===== src/rtl/pmr_pkg.sv =====
package pmr_pkg;

  typedef enum logic [2:0] {
    ST_WR0   = 3'd0,
    ST_RD0   = 3'd1,
    ST_WR1   = 3'd2,
    ST_RD1   = 3'd3,
    ST_PAUSE = 3'd4,
    ST_DONE  = 3'd5
  } seq_state_t;

endpackage


===== src/rtl/pmr_storage.sv =====
module pmr_storage #(
  parameter int ROWS   = 10,
  parameter int WIDTH  = 10,
  parameter int SPARES = 2,
  parameter int AW     = 4,
  parameter int SW     = 1,
  parameter logic [ROWS*WIDTH-1:0]   MAIN_SA0  = '0,
  parameter logic [ROWS*WIDTH-1:0]   MAIN_SA1  = '0,
  parameter logic [SPARES*WIDTH-1:0] SPARE_SA0 = '0,
  parameter logic [SPARES*WIDTH-1:0] SPARE_SA1 = '0
) (
  input  logic             clk,
  input  logic             we,
  input  logic             use_spare,
  input  logic [AW-1:0]    row,
  input  logic [SW-1:0]    sidx,
  input  logic [WIDTH-1:0] wdata,
  output logic [WIDTH-1:0] rdata
);

  logic [WIDTH-1:0] main_q    [ROWS];
  logic [WIDTH-1:0] spare_q   [SPARES];
  logic [WIDTH-1:0] main_view [ROWS];
  logic [WIDTH-1:0] spare_view[SPARES];

  // Row storage: register files without reset
  always_ff @(posedge clk) begin
    if (we && !use_spare && (row < AW'(ROWS))) begin
      main_q[row] <= wdata;
    end
    if (we && use_spare) begin
      spare_q[sidx] <= wdata;
    end
  end

  // Defect model on the read side of every row
  for (genvar g = 0; g < ROWS; g++) begin : g_main_view
    assign main_view[g] = (main_q[g] & ~MAIN_SA0[g*WIDTH +: WIDTH])
                        | MAIN_SA1[g*WIDTH +: WIDTH];
  end
  for (genvar s = 0; s < SPARES; s++) begin : g_spare_view
    assign spare_view[s] = (spare_q[s] & ~SPARE_SA0[s*WIDTH +: WIDTH])
                         | SPARE_SA1[s*WIDTH +: WIDTH];
  end

  always_comb begin
    rdata = '0;
    if (use_spare) begin
      rdata = spare_view[sidx];
    end else if (row < AW'(ROWS)) begin
      rdata = main_view[row];
    end
  end

endmodule


===== src/rtl/pmr_alloc.sv =====
module pmr_alloc #(
  parameter int SPARES = 2,
  parameter int WIDTH  = 10,
  parameter int AW     = 4,
  parameter int SW     = 1
) (
  input  logic             clk,
  input  logic             rst_n,
  input  logic             mark_bad,
  input  logic [SW-1:0]    bad_idx,
  input  logic             syn_valid,
  input  logic [AW-1:0]    syn_row,
  input  logic [WIDTH-1:0] syn_mask,
  input  logic [AW-1:0]    lookup_row,
  output logic             lookup_hit,
  output logic [SW-1:0]    lookup_idx,
  output logic             alloc_done,
  output logic             alloc_ok
);

  logic [SPARES-1:0] bad_q, bad_d;
  logic [SPARES-1:0] used_q, used_d;
  logic [AW-1:0]     map_q [SPARES];
  logic [AW-1:0]     map_d [SPARES];
  logic              done_q, done_d;
  logic              ok_q, ok_d;

  logic [SPARES-1:0] free_vec;
  logic [SW-1:0]     pick;
  logic              any_free;
  logic              accept;

  assign free_vec = ~bad_q & ~used_q;
  assign any_free = |free_vec;
  assign accept   = syn_valid && (|syn_mask) && !done_q;

  // Lowest-numbered healthy, unused spare
  always_comb begin
    pick = '0;
    for (int i = SPARES - 1; i >= 0; i--) begin
      if (free_vec[i]) pick = SW'(i);
    end
  end

  // Address translation for normal mode
  always_comb begin
    lookup_hit = 1'b0;
    lookup_idx = '0;
    for (int i = SPARES - 1; i >= 0; i--) begin
      if (used_q[i] && (map_q[i] == lookup_row)) begin
        lookup_hit = 1'b1;
        lookup_idx = SW'(i);
      end
    end
  end

  always_comb begin
    bad_d  = bad_q;
    used_d = used_q;
    map_d  = map_q;
    done_d = accept;
    ok_d   = ok_q;
    if (mark_bad) begin
      bad_d[bad_idx] = 1'b1;
    end
    if (accept) begin
      ok_d = any_free;
      if (any_free) begin
        used_d[pick] = 1'b1;
        map_d[pick]  = syn_row;
      end
    end
  end

  always_ff @(posedge clk or negedge rst_n) begin
    if (!rst_n) begin
      bad_q  <= '0;
      used_q <= '0;
      done_q <= 1'b0;
      ok_q   <= 1'b0;
      for (int i = 0; i < SPARES; i++) map_q[i] <= '0;
    end else begin
      bad_q  <= bad_d;
      used_q <= used_d;
      done_q <= done_d;
      ok_q   <= ok_d;
      map_q  <= map_d;
    end
  end

  assign alloc_done = done_q;
  assign alloc_ok   = ok_q;

endmodule


===== src/rtl/pmr_bist_seq.sv =====
module pmr_bist_seq
  import pmr_pkg::*;
#(
  parameter int ROWS   = 10,
  parameter int WIDTH  = 10,
  parameter int SPARES = 2,
  parameter int AW     = 4,
  parameter int SW     = 1
) (
  input  logic             clk,
  input  logic             rst_n,
  input  logic [WIDTH-1:0] rdata,
  input  logic             alloc_done,
  input  logic             alloc_ok,
  output logic             t_we,
  output logic             t_use_spare,
  output logic [AW-1:0]    t_row,
  output logic [SW-1:0]    t_sidx,
  output logic [WIDTH-1:0] t_wdata,
  output logic             mark_bad,
  output logic             syn_valid,
  output logic [AW-1:0]    syn_row,
  output logic [WIDTH-1:0] syn_mask,
  output logic             in_main,
  output logic             done,
  output logic             repair_fail
);

  seq_state_t       state_q, state_d;
  logic [AW-1:0]    row_q, row_d;
  logic             main_q, main_d;
  logic [WIDTH-1:0] mask_q, mask_d;
  logic [AW-1:0]    srow_q, srow_d;
  logic [WIDTH-1:0] smask_q, smask_d;
  logic             fail_q, fail_d;

  logic [WIDTH-1:0] pattern;
  logic [WIDTH-1:0] diff;
  logic [WIDTH-1:0] row_mask;
  logic             last_row;
  seq_state_t       adv_state;
  logic [AW-1:0]    adv_row;
  logic             adv_main;

  assign pattern  = ((state_q == ST_WR1) || (state_q == ST_RD1)) ? '1 : '0;
  assign diff     = rdata ^ pattern;
  assign row_mask = mask_q | diff;
  assign last_row = main_q ? (row_q == AW'(ROWS - 1)) : (row_q == AW'(SPARES - 1));

  // Where the sequence goes after the current row
  always_comb begin
    adv_state = ST_WR0;
    adv_row   = row_q + AW'(1);
    adv_main  = main_q;
    if (last_row) begin
      adv_row = '0;
      if (main_q) begin
        adv_state = ST_DONE;
      end else begin
        adv_main = 1'b1;
      end
    end
  end

  always_comb begin
    state_d  = state_q;
    row_d    = row_q;
    main_d   = main_q;
    mask_d   = mask_q;
    srow_d   = srow_q;
    smask_d  = smask_q;
    fail_d   = fail_q;
    mark_bad = 1'b0;
    unique case (state_q)
      ST_WR0: state_d = ST_RD0;
      ST_RD0: begin
        mask_d  = diff;
        state_d = ST_WR1;
      end
      ST_WR1: state_d = ST_RD1;
      ST_RD1: begin
        if ((row_mask != '0) && main_q) begin
          srow_d  = row_q;
          smask_d = row_mask;
          state_d = ST_PAUSE;
        end else begin
          mark_bad = (row_mask != '0);
          state_d  = adv_state;
          row_d    = adv_row;
          main_d   = adv_main;
        end
      end
      ST_PAUSE: begin
        if (alloc_done) begin
          if (!alloc_ok) begin
            fail_d  = 1'b1;
            state_d = ST_DONE;
          end else begin
            state_d = adv_state;
            row_d   = adv_row;
            main_d  = adv_main;
          end
        end
      end
      ST_DONE: state_d = ST_DONE;
      default: state_d = ST_DONE;
    endcase
  end

  always_ff @(posedge clk or negedge rst_n) begin
    if (!rst_n) begin
      state_q <= ST_WR0;
      row_q   <= '0;
      main_q  <= 1'b0;
      mask_q  <= '0;
      srow_q  <= '0;
      smask_q <= '0;
      fail_q  <= 1'b0;
    end else begin
      state_q <= state_d;
      row_q   <= row_d;
      main_q  <= main_d;
      mask_q  <= mask_d;
      srow_q  <= srow_d;
      smask_q <= smask_d;
      fail_q  <= fail_d;
    end
  end

  assign t_we        = (state_q == ST_WR0) || (state_q == ST_WR1);
  assign t_use_spare = !main_q;
  assign t_row       = row_q;
  assign t_sidx      = row_q[SW-1:0];
  assign t_wdata     = pattern;
  assign syn_valid   = (state_q == ST_PAUSE);
  assign syn_row     = srow_q;
  assign syn_mask    = smask_q;
  assign in_main     = main_q;
  assign done        = (state_q == ST_DONE);
  assign repair_fail = fail_q;

endmodule


===== src/rtl/pwrup_mem_repair.sv =====
module pwrup_mem_repair #(
  parameter int ROWS   = 10,
  parameter int WIDTH  = 10,
  parameter int SPARES = 2,
  parameter logic [ROWS*WIDTH-1:0]   MAIN_SA0  = '0,
  parameter logic [ROWS*WIDTH-1:0]   MAIN_SA1  = '0,
  parameter logic [SPARES*WIDTH-1:0] SPARE_SA0 = '0,
  parameter logic [SPARES*WIDTH-1:0] SPARE_SA1 = '0,
  localparam int AW = (ROWS > 1) ? $clog2(ROWS) : 1
) (
  input  logic             clk,
  input  logic             rst_n,
  input  logic             acc_en,
  input  logic             acc_we,
  input  logic [AW-1:0]    acc_row,
  input  logic [WIDTH-1:0] acc_wdata,
  output logic [WIDTH-1:0] acc_rdata,
  output logic             acc_rvalid,
  output logic             done,
  output logic             repair_fail
);

  localparam int SW = (SPARES > 1) ? $clog2(SPARES) : 1;

  // Reset: asserted asynchronously, released on the clock
  logic [1:0] rst_sync_q;
  logic       rst_ns;

  always_ff @(posedge clk or negedge rst_n) begin
    if (!rst_n) rst_sync_q <= 2'b00;
    else        rst_sync_q <= {rst_sync_q[0], 1'b1};
  end
  assign rst_ns = rst_sync_q[1];

  logic             t_we, t_use_spare, mark_bad, syn_valid, in_main;
  logic [AW-1:0]    t_row, syn_row;
  logic [SW-1:0]    t_sidx, hit_idx;
  logic [WIDTH-1:0] t_wdata, syn_mask, sto_rdata;
  logic             alloc_done, alloc_ok, hit;

  pmr_bist_seq #(
    .ROWS(ROWS), .WIDTH(WIDTH), .SPARES(SPARES), .AW(AW), .SW(SW)
  ) u_seq (
    .clk         (clk),
    .rst_n       (rst_ns),
    .rdata       (sto_rdata),
    .alloc_done  (alloc_done),
    .alloc_ok    (alloc_ok),
    .t_we        (t_we),
    .t_use_spare (t_use_spare),
    .t_row       (t_row),
    .t_sidx      (t_sidx),
    .t_wdata     (t_wdata),
    .mark_bad    (mark_bad),
    .syn_valid   (syn_valid),
    .syn_row     (syn_row),
    .syn_mask    (syn_mask),
    .in_main     (in_main),
    .done        (done),
    .repair_fail (repair_fail)
  );

  pmr_alloc #(
    .SPARES(SPARES), .WIDTH(WIDTH), .AW(AW), .SW(SW)
  ) u_alloc (
    .clk        (clk),
    .rst_n      (rst_ns),
    .mark_bad   (mark_bad),
    .bad_idx    (t_sidx),
    .syn_valid  (syn_valid),
    .syn_row    (syn_row),
    .syn_mask   (syn_mask),
    .lookup_row (acc_row),
    .lookup_hit (hit),
    .lookup_idx (hit_idx),
    .alloc_done (alloc_done),
    .alloc_ok   (alloc_ok)
  );

  // Port steering: sequencer during test, remap wrapper afterwards
  logic             accept;
  logic             sto_we, sto_use_spare;
  logic [AW-1:0]    sto_row;
  logic [SW-1:0]    sto_sidx;
  logic [WIDTH-1:0] sto_wdata;

  assign accept        = acc_en && done && !repair_fail && (acc_row < AW'(ROWS));
  assign sto_we        = done ? (accept && acc_we) : t_we;
  assign sto_use_spare = done ? hit : t_use_spare;
  assign sto_row       = done ? acc_row : t_row;
  assign sto_sidx      = done ? hit_idx : t_sidx;
  assign sto_wdata     = done ? acc_wdata : t_wdata;

  pmr_storage #(
    .ROWS(ROWS), .WIDTH(WIDTH), .SPARES(SPARES), .AW(AW), .SW(SW),
    .MAIN_SA0(MAIN_SA0), .MAIN_SA1(MAIN_SA1),
    .SPARE_SA0(SPARE_SA0), .SPARE_SA1(SPARE_SA1)
  ) u_store (
    .clk       (clk),
    .we        (sto_we),
    .use_spare (sto_use_spare),
    .row       (sto_row),
    .sidx      (sto_sidx),
    .wdata     (sto_wdata),
    .rdata     (sto_rdata)
  );

  // Registered read return
  logic             rvalid_q, rvalid_d;
  logic [WIDTH-1:0] rdata_q;
  logic             rd_load;

  assign rd_load  = accept && !acc_we;
  assign rvalid_d = rd_load;

  always_ff @(posedge clk or negedge rst_ns) begin
    if (!rst_ns) begin
      rvalid_q <= 1'b0;
      rdata_q  <= '0;
    end else begin
      rvalid_q <= rvalid_d;
      if (rd_load) rdata_q <= sto_rdata;
    end
  end

  assign acc_rvalid = rvalid_q;
  assign acc_rdata  = rdata_q;

endmodule


===== config.mk =====
export PLATFORM = sky130hd
export DESIGN_NAME = pwrup_mem_repair
export DESIGN_NICKNAME = d
export VERILOG_FILES = /design/src/rtl/pmr_pkg.sv /design/src/rtl/pmr_storage.sv /design/src/rtl/pmr_alloc.sv /design/src/rtl/pmr_bist_seq.sv /design/src/rtl/pwrup_mem_repair.sv
export SDC_FILE = /design/constraint.sdc
export NUM_CORES = 1
export LEC_CHECK = 0
export BUFFER_PORTS_ARGS = -buffer_cell sky130_fd_sc_hd__buf_2
export CAP_MARGIN = 20
export CORE_AREA = 2 2 123 125
export DETAILED_ROUTE_END_ITERATION = 16
export DIE_AREA = 0 0 125 127
export GPL_TIMING_DRIVEN = 0
export PLACE_DENSITY_LB_ADDON = 0.25
export REMOVE_ABC_BUFFERS = 1
export SLEW_MARGIN = 30
export SYNTH_ARGS = -nofsm -noshare
export SYNTH_HDL_FRONTEND = slang
export SYNTH_SLANG_ARGS = --single-unit
export TNS_END_PERCENT = 20

===== constraint.sdc =====
create_clock -name clk -period 2.6 [get_ports clk]
set_clock_uncertainty 0.05 [all_clocks]
set_input_delay 0.39 -clock clk [delete_from_list [all_inputs] [get_ports clk]]
set_output_delay 0.39 -clock clk [all_outputs]
set_load 0.02 [all_outputs]

==> flow_summary.toml <==
[run_status]
status = "finished, violations left"
violations = "setup timing"

[yosys]
synth_edf_count = 120
ys_types = 66
synth_ff_type = "edfxtp_1"
netlist_top_cells_count = "edfxtp_1 (120), nand2_1 (109), dfrtp_1 (60)"
netlist_instances = 621
synth.most_common_cell = "edfxtp_1"
ys_seq_area_share_pct = 65.1
syn-mean-instance-area_um2 = 12.6
netlist.area_leader.share_pct = 46.0
synth_top_area_cell = "edfxtp_1"
async_flop_share_pct = 33.3
synth.area.top_cells = "edfxtp_1 (46%), dfrtp_1 (19%), nand2_1 (5.2%), mux2i_1 (2.9%), mux2_2 (2.9%)"
ys_warn_count = 0
ys_seq_elements = 180
synth_area_mm2 = 0.00784

[power_and_ir_drop]
combPwrFrac_pct = 9.2
vdd_ir_drop_max_uv = 566
p_seq_share_pct = 50.5
p_sw_share_pct = 23.3
clkPwrFrac_pct = 40.3
p_sw_mw = 1.44
internal_power_mw = 4.75
p_leak_nw = 4.04
power_density_mw_per_mm2 = 592

[placement]
place.gp.congestion = 0.810
dp_hpwl_um = 11900
port_buffers = 30

[route]
drt_wl_total_um = 21900
via_per_inst = 6.28
wl_per_cell_um = 23.3
drtIter0Drc = 659
drc = 0
drt_pass1_iterations = 5
vias = 5904
postRouteAntennaNets = 0

[grt]
globalRouteMet3Util_pct = 6.16
grt_pass1_vias = 5767
top_usage_layer = "met2"
met1_usage_pct = 31.3
grt_pass1_wl_um = 31700
antenna_found_initial = 0
overflow = 0
grt_max_degree = 53
grt.total_usage_pct = 26.1
grt_use_met2_pct = 46.3

[worst_setup_path]
r2r_slack_ns = -1.13
worstRegToRegCells = 14
r2r_start = "u_seq.state_q[1]"
end_kind = "flop"
critPathArrivalTime_ns = 4.04
slowest_delay_ns = 0.46
critPathMaxFanout = 6
crit_chain = "nand3b_1, buf_12, buf_4, a211oi_1, a2111oi_2, nor4_2, a21oi_1, buf_4, a211oi_2, nand4_1, a21boi_4, or2_1, o311a_1, a21oi_2"
crit_slowest_cell = "a211oi_1"
worstReg2RegEnd = "u_seq.state_q[0]"
crit_required_ns = 2.90
cpMostUsedCell = "buf_4"
path_class = "reg -> reg"
start_kind = "flop"

[sta]
final.period_utilization_pct = 144
report.final.slew_viol_count = 0
setup_ws_ns = -1.13
setup_viol = 154
slew-limit-headroom_pct = 51.8
max_freq_ghz = 0.268
fin_tns_setup_ns = -69.26
tightest_slew_ns = 0.719
fin_crit_ns = 3.73
hold_ws_ns = 0.0907
grt_setup_unrepaired = "yes"
hold_viol = 0

[floorplan]
coreArea_mm2 = 0.0144
die-area_mm2 = 0.0159
fp.dieW_um = 125
ios = 31
die_y_um = 127
start_util_pct = 54.4
rows = 44

[layout]
num_antenna_cells = 0
final_layout_size_suffix_gt1_share_pct = 38.4
final_nets = 763
area.growth.synth_to_final_pct = 33.3

[cts]
root_buffer = "clkbuf_16"
cts_tree = "built"
cts_htree_levels = 4
clock_latency_ns = 0.44
clk_pin_slew_ns = 0.06
numClockSinks = 180
numCtsBuffers = 17
cts_buffer_depth = 2

[run]
cap_violations = 0

[worst_hold_path]
hold_path.class = "reg -> async"
worst max-delay path, delay by kind of cell, from the launching register on:
| family | cells | cell delay, ns |
|---|---|---|
| AOI/OAI and AO/OA | 7 | 1.61 |
| buffers and inverters | 3 | 0.54 |
| and+or+nand+nor | 4 | 1.00 |
| DFF | 1 | 0.43 |
timing repair:
item | 4_1_cts | 5_1_grt
hold endpoints to repair | 2 | 0
setup buffers | 63 | 17
pin swaps | 34 | 36
gates resized for setup | 79 | 112
gates cloned | 3 | 2
hold buffers | 1 | 0
endpoints found under the setup margin | 193 | 170
registers in the layout (all words and copies together) (netlist names):
| register | cells |
|---|---|
| u_seq.syn_row | 4 |
| u_store.main_q | 100 |
| u_seq.mask_q | 10 |
| u_seq.in_main | 1 |
| u_store.spare_q | 20 |
| u_alloc.alloc_done | 1 |
| rst_sync_q | 2 |
| u_seq.syn_mask | 10 |
| u_alloc.bad_q | 2 |
| acc_rvalid | 1 |
| u_seq.t_row | 4 |
| u_alloc.used_q | 2 |
| u_alloc.alloc_ok | 1 |
| acc_rdata | 10 |
| u_alloc.map_q | 8 |
| u_seq.repair_fail | 1 |
| u_seq.state_q | 3 |
worst max-delay path by stage:
stage / startpoint / end
global placement: u_seq.state_q[0] / u_seq.t_row[0]
floorplan: u_seq.state_q[0] / u_seq.t_row[1]
detailed placement: u_seq.state_q[0] / u_seq.t_row[0]
finish: u_seq.state_q[1] / u_seq.state_q[0]
global route: u_seq.state_q[1] / u_seq.state_q[0]
CTS: u_seq.state_q[1] / u_seq.t_row[1]
through the flow:
step | setup WS, ns | instance area, um^2 | util, % | std cells | power, mW
after detailed placement | -2.40 | 8320 | 57.7 | 826 | 3.58
after global routing | -1.20 | 10500 | 72.5 | 940 | 6.37
final | -1.13 | 10500 | 72.5 | 940 | 6.19
after CTS | -0.806 | 9880 | 68.5 | 923 | 6.13
after floorplan | -1.63 | 7650 | - | 590 | 3.42
after global placement | -2.85 | 8030 | 55.7 | 804 | 3.54
area by class of cell:
class	count	area, um^2
Clock inverter	11	130
Multi-Input combinational cell	394	3250
Inverter	19	97.6
Timing Repair Buffer	133	1200
Sequential cell	180	5110
Clock buffer	19	433
Tap cell	184	230
Fill cell	856	3970
routing by layer:
metal  routed length (um)  up-vias
met4                  787        0
met5                    0        -
li1                     -     2567
met1                 8380     2998
met2                11500      271
met3                 1330       68
kinds of logic after synthesis:
logic type             after synthesis  synth area share (%)
AND/OR/NAND/NOR                    216                  13.1
flip-flops                         180                  65.1
AO/OA/AOI/OAI                      106                  9.46
buffers and inverters               50                  3.37
multiplexers                        47                  6.53
XOR/XNOR                            21                  2.35
other                                1                0.0478
layout by cell type (no fill, tap or decap), types with 4 or more instances in the layout:
| cell type | count |
|---|---|
| nor3_4 | 5 |
| buf_12 | 6 |
| dfrtp_1 | 55 |
| mux2i_1 | 21 |
| a31oi_1 | 9 |
| o21ai_0 | 16 |
| nand2_1 | 100 |
| o21ai_1 | 6 |
| buf_4 | 60 |
| nand3_1 | 14 |
| buf_6 | 28 |
| dfrtp_2 | 4 |
| xnor2_1 | 18 |
| a211oi_1 | 4 |
| edfxtp_1 | 120 |
| nand2_2 | 7 |
| mux2_4 | 4 |
| o21ai_2 | 4 |
| buf_16 | 4 |
| clkinvlp_4 | 4 |
| nor2_1 | 19 |
| mux2_2 | 17 |
| a21oi_2 | 4 |
| nand4_1 | 11 |
| inv_1 | 18 |
| nor2_4 | 10 |
| a21oi_1 | 5 |
| a32oi_1 | 7 |
| clkbuf_16 | 18 |
| buf_2 | 32 |
| o21ai_4 | 4 |
| nor4_4 | 9 |
power groups by stage:
stage                     Sequential [mW]  Combinational, mW  Clock [mW]
final                                3.12              0.572        2.49
after floorplan                      3.23              0.188           0
after detailed placement             3.18              0.397           0
after global routing                 3.13              0.605        2.64
after CTS                            3.12              0.510        2.50
after global placement               3.20              0.346           0
No activity file was read; power rests on OpenSTA's default activity.
